==> src/rtl/ber_pkg.sv <==
package ber_pkg;
  localparam int PRBS_W = 15;

  typedef struct packed {
    logic [PRBS_W-1:0] st;
    logic [7:0]        dat;
  } prbs_step_t;

  // advance x^15+x^14+1 by eight bits, first bit into bit 7
  function automatic prbs_step_t prbs_byte(input logic [PRBS_W-1:0] s);
    prbs_step_t r;
    logic nb;
    r.st = s;
    r.dat = '0;
    for (int i = 7; i >= 0; i--) begin
      nb = r.st[14] ^ r.st[13];
      r.dat[i] = nb;
      r.st = {r.st[13:0], nb};
    end
    return r;
  endfunction
endpackage

==> src/rtl/ber_en_mem.sv <==
module ber_en_mem #(
  parameter int NUM_SLOTS = 128,
  localparam int SLOT_W = $clog2(NUM_SLOTS)
) (
  input  logic              clk_i,
  input  logic              rst_ni,
  input  logic              we_i,
  input  logic [SLOT_W-1:0] waddr_i,
  input  logic              tx_en_i,
  input  logic              rx_en_i,
  input  logic [SLOT_W-1:0] tx_raddr_i,
  input  logic [SLOT_W-1:0] rx_raddr_i,
  output logic              tx_hit_o,
  output logic              rx_hit_o
);
  logic [NUM_SLOTS-1:0] tx_en_q, rx_en_q;

  always_ff @(posedge clk_i or negedge rst_ni) begin
    if (!rst_ni) begin
      tx_en_q <= '0;
      rx_en_q <= '0;
    end else if (we_i) begin
      tx_en_q[waddr_i] <= tx_en_i;
      rx_en_q[waddr_i] <= rx_en_i;
    end
  end

  assign tx_hit_o = tx_en_q[tx_raddr_i];
  assign rx_hit_o = rx_en_q[rx_raddr_i];

  AST_EN_WRITE_TX: assert property (@(posedge clk_i) disable iff (!rst_ni)
    we_i |=> tx_en_q[$past(waddr_i)] == $past(tx_en_i));
  AST_EN_WRITE_RX: assert property (@(posedge clk_i) disable iff (!rst_ni)
    we_i |=> rx_en_q[$past(waddr_i)] == $past(rx_en_i));
endmodule

==> src/rtl/ber_prbs_gen.sv <==
module ber_prbs_gen
  import ber_pkg::*;
(
  input  logic       clk_i,
  input  logic       rst_ni,
  input  logic       adv_i,
  output logic [7:0] dat_o
);
  logic [PRBS_W-1:0] st_q;
  prbs_step_t        nxt;

  assign nxt   = prbs_byte(st_q);
  assign dat_o = nxt.dat;

  always_ff @(posedge clk_i or negedge rst_ni) begin
    if (!rst_ni)    st_q <= '1;
    else if (adv_i) st_q <= nxt.st;
  end

  AST_GEN_HOLD: assert property (@(posedge clk_i) disable iff (!rst_ni)
    !adv_i |=> $stable(st_q));
  AST_GEN_NONZERO: assert property (@(posedge clk_i) disable iff (!rst_ni)
    st_q != '0);
endmodule

==> src/rtl/ber_prbs_chk.sv <==
module ber_prbs_chk
  import ber_pkg::*;
(
  input  logic       clk_i,
  input  logic       rst_ni,
  input  logic       valid_i,
  input  logic [7:0] dat_i,
  output logic       locked_o,
  output logic [3:0] err_n_o
);
  logic [PRBS_W-1:0] st_q, st_d;
  logic [3:0]        good_q, good_d;
  logic              lock_q, lock_d;
  logic [3:0]        nerr;

  always_comb begin
    logic b, e;
    st_d   = st_q;
    good_d = good_q;
    lock_d = lock_q;
    nerr   = '0;
    for (int i = 7; i >= 0; i--) begin
      b = dat_i[i];
      e = st_d[14] ^ st_d[13];
      if (lock_d) begin
        if (b != e) nerr = nerr + 4'd1;
        st_d = {st_d[13:0], e};
      end else begin
        good_d = (b == e) ? good_d + 4'd1 : 4'd0;
        st_d   = {st_d[13:0], b};
        if (good_d == 4'd15) lock_d = 1'b1;
      end
    end
  end

  always_ff @(posedge clk_i or negedge rst_ni) begin
    if (!rst_ni) begin
      st_q   <= '0;
      good_q <= '0;
      lock_q <= 1'b0;
    end else if (valid_i) begin
      st_q   <= st_d;
      good_q <= good_d;
      lock_q <= lock_d;
    end
  end

  assign locked_o = lock_q;
  assign err_n_o  = valid_i ? nerr : 4'd0;

  AST_LOCK_STICKY: assert property (@(posedge clk_i) disable iff (!rst_ni)
    lock_q |=> lock_q);
  AST_ERR_NEEDS_LOCK: assert property (@(posedge clk_i) disable iff (!rst_ni)
    (err_n_o != 4'd0) |=> lock_q);
  AST_CHK_IDLE: assert property (@(posedge clk_i) disable iff (!rst_ni)
    !valid_i |=> $stable(st_q));
endmodule

==> src/rtl/ber_err_cnt.sv <==
module ber_err_cnt #(
  parameter int CNT_W = 16
) (
  input  logic             clk_i,
  input  logic             rst_ni,
  input  logic             clr_i,
  input  logic [3:0]       add_i,
  output logic [CNT_W-1:0] cnt_o
);
  localparam logic [CNT_W-1:0] CNT_MAX = '1;
  logic [CNT_W-1:0] cnt_q, base;
  logic [CNT_W:0]   sum;

  assign base = clr_i ? '0 : cnt_q;
  assign sum  = {1'b0, base} + {{(CNT_W-3){1'b0}}, add_i};

  always_ff @(posedge clk_i or negedge rst_ni) begin
    if (!rst_ni)     cnt_q <= '0;
    else if (sum[CNT_W]) cnt_q <= CNT_MAX;
    else             cnt_q <= sum[CNT_W-1:0];
  end

  assign cnt_o = cnt_q;

  AST_NO_OVERFLOW: assert property (@(posedge clk_i) disable iff (!rst_ni)
    (cnt_q == CNT_MAX && !clr_i) |=> cnt_q == CNT_MAX);
  AST_NO_DECR: assert property (@(posedge clk_i) disable iff (!rst_ni)
    !clr_i |=> cnt_q >= $past(cnt_q));
  AST_CLR_ZERO: assert property (@(posedge clk_i) disable iff (!rst_ni)
    (clr_i && add_i == 4'd0) |=> cnt_q == '0);
endmodule

==> src/rtl/ber_tester.sv <==
module ber_tester #(
  parameter int NUM_SLOTS = 128,
  parameter int CNT_W     = 16,
  localparam int SLOT_W   = $clog2(NUM_SLOTS)
) (
  input  logic              clk_i,
  input  logic              rst_ni,
  input  logic              en_we_i,
  input  logic [SLOT_W-1:0] en_slot_i,
  input  logic              en_tx_i,
  input  logic              en_rx_i,
  input  logic              tx_valid_i,
  input  logic [SLOT_W-1:0] tx_slot_i,
  input  logic [7:0]        tx_data_i,
  output logic              tx_valid_o,
  output logic [7:0]        tx_data_o,
  input  logic              rx_valid_i,
  input  logic [SLOT_W-1:0] rx_slot_i,
  input  logic [7:0]        rx_data_i,
  output logic              rx_locked_o,
  input  logic              err_clr_i,
  output logic [CNT_W-1:0]  err_cnt_o
);
  logic       tx_hit, rx_hit, tx_ins, rx_chk;
  logic [7:0] gen_dat;
  logic [3:0] err_n;

  ber_en_mem #(.NUM_SLOTS(NUM_SLOTS)) u_en_mem (
    .clk_i, .rst_ni,
    .we_i(en_we_i), .waddr_i(en_slot_i), .tx_en_i(en_tx_i), .rx_en_i(en_rx_i),
    .tx_raddr_i(tx_slot_i), .rx_raddr_i(rx_slot_i),
    .tx_hit_o(tx_hit), .rx_hit_o(rx_hit)
  );

  assign tx_ins = tx_valid_i && tx_hit;
  assign rx_chk = rx_valid_i && rx_hit;

  ber_prbs_gen u_gen (
    .clk_i, .rst_ni, .adv_i(tx_ins), .dat_o(gen_dat)
  );

  always_ff @(posedge clk_i or negedge rst_ni) begin
    if (!rst_ni) begin
      tx_valid_o <= 1'b0;
      tx_data_o  <= '0;
    end else begin
      tx_valid_o <= tx_valid_i;
      if (tx_valid_i) tx_data_o <= tx_hit ? gen_dat : tx_data_i;
    end
  end

  ber_prbs_chk u_chk (
    .clk_i, .rst_ni, .valid_i(rx_chk), .dat_i(rx_data_i),
    .locked_o(rx_locked_o), .err_n_o(err_n)
  );

  ber_err_cnt #(.CNT_W(CNT_W)) u_cnt (
    .clk_i, .rst_ni, .clr_i(err_clr_i), .add_i(err_n), .cnt_o(err_cnt_o)
  );

  AST_TX_VALID_DELAY: assert property (@(posedge clk_i) disable iff (!rst_ni)
    tx_valid_o == $past(tx_valid_i));
  AST_TX_PASS: assert property (@(posedge clk_i) disable iff (!rst_ni)
    (tx_valid_i && !tx_hit) |=> tx_data_o == $past(tx_data_i));
  AST_RX_IGNORED: assert property (@(posedge clk_i) disable iff (!rst_ni)
    (!rx_chk && !err_clr_i) |=> $stable(err_cnt_o));
endmodule

==> config.mk <==
export PLATFORM = sky130hd
export DESIGN_NAME = ber_tester
export DESIGN_NICKNAME = d
export VERILOG_FILES = /design/src/rtl/ber_pkg.sv /design/src/rtl/ber_en_mem.sv /design/src/rtl/ber_prbs_gen.sv /design/src/rtl/ber_prbs_chk.sv /design/src/rtl/ber_err_cnt.sv /design/src/rtl/ber_tester.sv
export SDC_FILE = /design/constraint.sdc
export NUM_CORES = 1
export LEC_CHECK = 0
export BUFFER_PORTS_ARGS = -buffer_cell sky130_fd_sc_hd__buf_2
export CORE_MARGIN = 2
export CORE_UTILIZATION = 63
export CTS_CLUSTER_DIAMETER = 60
export DETAILED_ROUTE_END_ITERATION = 8
export GPL_ROUTABILITY_DRIVEN = 0
export MAX_ROUTING_LAYER = met4
export PLACE_DENSITY_LB_ADDON = 0.3
export SLEW_MARGIN = 25
export SYNTH_ARGS = -nofsm -noshare
export SYNTH_HDL_FRONTEND = slang
export SYNTH_SLANG_ARGS = --single-unit
==> constraint.sdc <==
create_clock -name clk_i -period 11 [get_ports clk_i]
set_input_delay 2.2 -clock clk_i [delete_from_list [all_inputs] [get_ports clk_i]]
set_output_delay 2.2 -clock clk_i [all_outputs]
set_load 0.03 [all_outputs]
==> results.toml <==
[clocking]
clockBufferDepth = 3
cts_hold_buffers = 0
cts-root-buf = "clkbuf_16"
clock_sinks = 316
cts_tree = "yes"
path_clk_slew_ns = 0.06
cts_made_buffers = 35
htree_levels = 2
cts_resized = 0
postCtsSetupBuffers = 0
clk-insertion-delay-late_ns = 0.53

[route]
viasPerCell = 6.59
drt_iter0_markers = 1152
vias = 12000
wl_per_cell_um = 22.5
drc = 0
wl_um = 41100
ant_nets = 0
dr.pass1.iters = 7

[synthesis]
synth.avg_cell_area_sq_um = 12.2
syn_area_sq_um = 17300
synth_ff_type = "dfrtp_1"
synthAdderAreaFrac_pct = 1.49
yosysTopAreaCell = "dfrtp_1"
yosysWarnings = 0
synth_compound_area_share_pct = 5.72
ys_top_cells_by_area = "dfrtp_1 43%, mux2_2 19%, mux4_2 11%, nand2_1 3.6%, dfstp_2 2.3%"
synth-xor-area-share_pct = 3.15
synth_top_family_by_area = "multiplexers"
synthesis.nets = 1483
yosysUniqueCellTypes = 92
synthArstFlopShare_pct = 100
synth_cells = 1418
synth_mux_area_share_pct = 30.6
synth_top_area_share_pct = 43.4
synth_edf_count = 0
synth_seq_area_share_pct = 45.7
synthSimpleGateAreaFrac_pct = 10.9
synth-seq-cells = 316

[critical_path]
reg2reg_slack_ns = 1.96
slowest_delay_ns = 0.52
reg2reg_to = "u_cnt.cnt_o[5]"
crit_end = "u_cnt.cnt_o[5]"
crit_fanout = 14
critPathSlowestCell = "nor3_2"
r2r_cells = 35
crit_required_ns = 11.34
reg2reg_from = "u_chk.st_q[13]"
path_class = "in -> reg"
critPathCaptureType = "flip-flop"
cp.arrival_ns = 10.48
startpoint = "rx_data_i[7]"
setup.worst_path.start_class = "input port"
crit_path_frequent_cell = "ha_1"

[power]
power_leakage_nw = 8.88
powerDensity_nw_per_um2 = 215
pwr-share-comb_pct = 37.5
power_frac_seq_pct = 33.4
clkPwrFrac_pct = 29.0
netSwitchingPower_w = 0.00150
switching_share_pct = 36.6
ir_worst_vdd_mv = 0.156
p_int_w = 0.00261

[timing]
final_hold_viol_count = 0
setup_viol = 0
worst_slack_ns = 0.860
fmax_mhz = 98.6
tightestPinTransition_ns = 1.10
drv_slew = 0
post-route-min-period_ns = 10.14
fin_skew_ns = 0.0379
rsz0062_at_grt = "no"
slew_headroom_pct = 26.3
fin_crit_sh_pct = 92.2
tns_ns = 0

[grt]
grt_max_degree = 129
grt_pass1_vias = 12400
grt-ovfl-total = 0
antenna_found_initial = 2
gr-usage-all-layers_pct = 30.3
grt_pass1_wl_um = 66200

[floorplanning]
dieArea_sq_um = 28900
die_h_um = 170
die_w_um = 170
core_sq_um = 27000
start_util_pct = 64.2
pin_count = 71
row_count = 60

[hold_path]
hold_path.class = "reg -> reg"

[placement]
portBuffers = 70
hpwlAfterDp_um = 26600
place_area_sq_um = 17900
place_ws_ns = 0.489

[cells_and_area]
design_area_sq_um = 19100
syn_to_final_growth_pct = 10.2
fin_util_pct = 70.7
layout-drive-gt1-share_pct = 38.6
fin_nets = 1521

[flow_run]
timing.max_cap.violations = 0

[outcome]
status = "complete, no violations"
[Yosys cell counts, drive strengths merged (21+ instances only)]
master / n
dfrtp: 301
clkbuf: 66
mux4: 84
nor3: 26
nor2: 87
o21ai: 36
a21oi: 34
xor2: 30
nand2: 166
nand3: 28
mux2: 292
xnor2: 21
[cell families after synthesis]
logic type,after synthesis
AND/OR/NAND/NOR,401
multiplexers,389
flip-flops,316
AO/OA/AOI/OAI,135
buffers and inverters,102
XOR/XNOR,55
adder cells (fa/ha/maj),20
[power groups by stage]
stage / Combinational [W] / Sequential, W / Clock, W
after detailed placement: 0.00151 / 0.00139 / 0
after global placement: 0.00147 / 0.00138 / 0
after CTS: 0.00152 / 0.00137 / 0.00121
final: 0.00155 / 0.00138 / 0.00119
after floorplan: 0.00121 / 0.00136 / 0
after global routing: 0.00170 / 0.00139 / 0.00125
[worst min path at each step]
stage | startpoint | to | slack (ns) | cells after the start
floorplan | u_chk.st_q[2] | u_chk.st_q[10] | 0.44 | 2
finish | u_chk.st_q[3] | u_chk.st_q[11] | 0.47 | 2
global route | u_chk.st_q[2] | u_chk.st_q[10] | 0.50 | 2
CTS | u_chk.st_q[3] | u_chk.st_q[11] | 0.47 | 2
global placement | u_chk.st_q[3] | u_chk.st_q[11] | 0.45 | 2
detailed placement | u_chk.st_q[5] | u_chk.st_q[13] | 0.46 | 2
[state kept, by name, summed over array words and instances (netlist names)]
| signal | count |
|---|---|
| u_en_mem.rx_en_q | 128 |
| u_en_mem.tx_en_q | 128 |
| u_cnt.cnt_o | 16 |
| u_chk.st_q | 15 |
| u_gen.st_q | 15 |
| tx_data_o | 8 |
| u_chk.good_q | 4 |
| tx_valid_o | 1 |
| u_chk.locked_o | 1 |
[critical path, delay by kind of cell]
kind,cells,cell delay (ns)
AOI/OAI and AO/OA,14,3.03
and+or+nand+nor,11,2.42
adders and majority gates,5,1.50
xor gates and xnor gates,2,0.57
muxes,2,0.54
buffers and inverters,2,0.19
[layout make-up]
cell class | count | area (sq um)
repair buffers | 85 | 493
multi-input cells | 1000 | 8990
diodes | 2 | 5.00
inverters | 18 | 67.6
well taps | 341 | 427
clock inverters | 9 | 116
flip-flops and latches | 316 | 7930
fillers | 1875 | 7920
clock buffers | 53 | 1070
[stage by stage]
step                      instances  hold WS (ns)  power, W
after global placement         1760         0.446   0.00286
after floorplan                1418         0.439   0.00257
after CTS                      1822         0.467   0.00410
after detailed placement       1760         0.458   0.00290
after global routing           1824         0.498   0.00434
final                          1824         0.469   0.00412
[layout by cell type, fill, tap and decap left out, drive strengths merged, types with 9 or more instances in the layout]
cell | netlist | final
and2 | 9 | 9
ha | 19 | 19
dfstp | 15 | 15
clkbuf | 66 | 53
a21oi | 34 | 34
nor3 | 26 | 26
mux2i | 13 | 13
and3 | 13 | 13
nand2 | 166 | 166
nand2b | 15 | 15
inv | 17 | 18
o21ai | 36 | 36
xnor2 | 21 | 21
nor4 | 9 | 9
nor2 | 87 | 87
or2 | 9 | 9
xor2 | 30 | 30
nor2b | 12 | 12
buf | 18 | 85
mux4 | 84 | 84
mux2 | 292 | 292
dfrtp | 301 | 301
nand3 | 28 | 28
[layer usage]
layer / up-vias / wire (um) / GRT usage [%]
li1: 5273 / - / -
met1: 6100 / 16600 / 38.6
met2: 515 / 20000 / 48.8
met3: 128 / 2800 / 5.28
met4: 0 / 1620 / 12.0
met5: - / 0 / -
(Power assumes the default switching activity.)
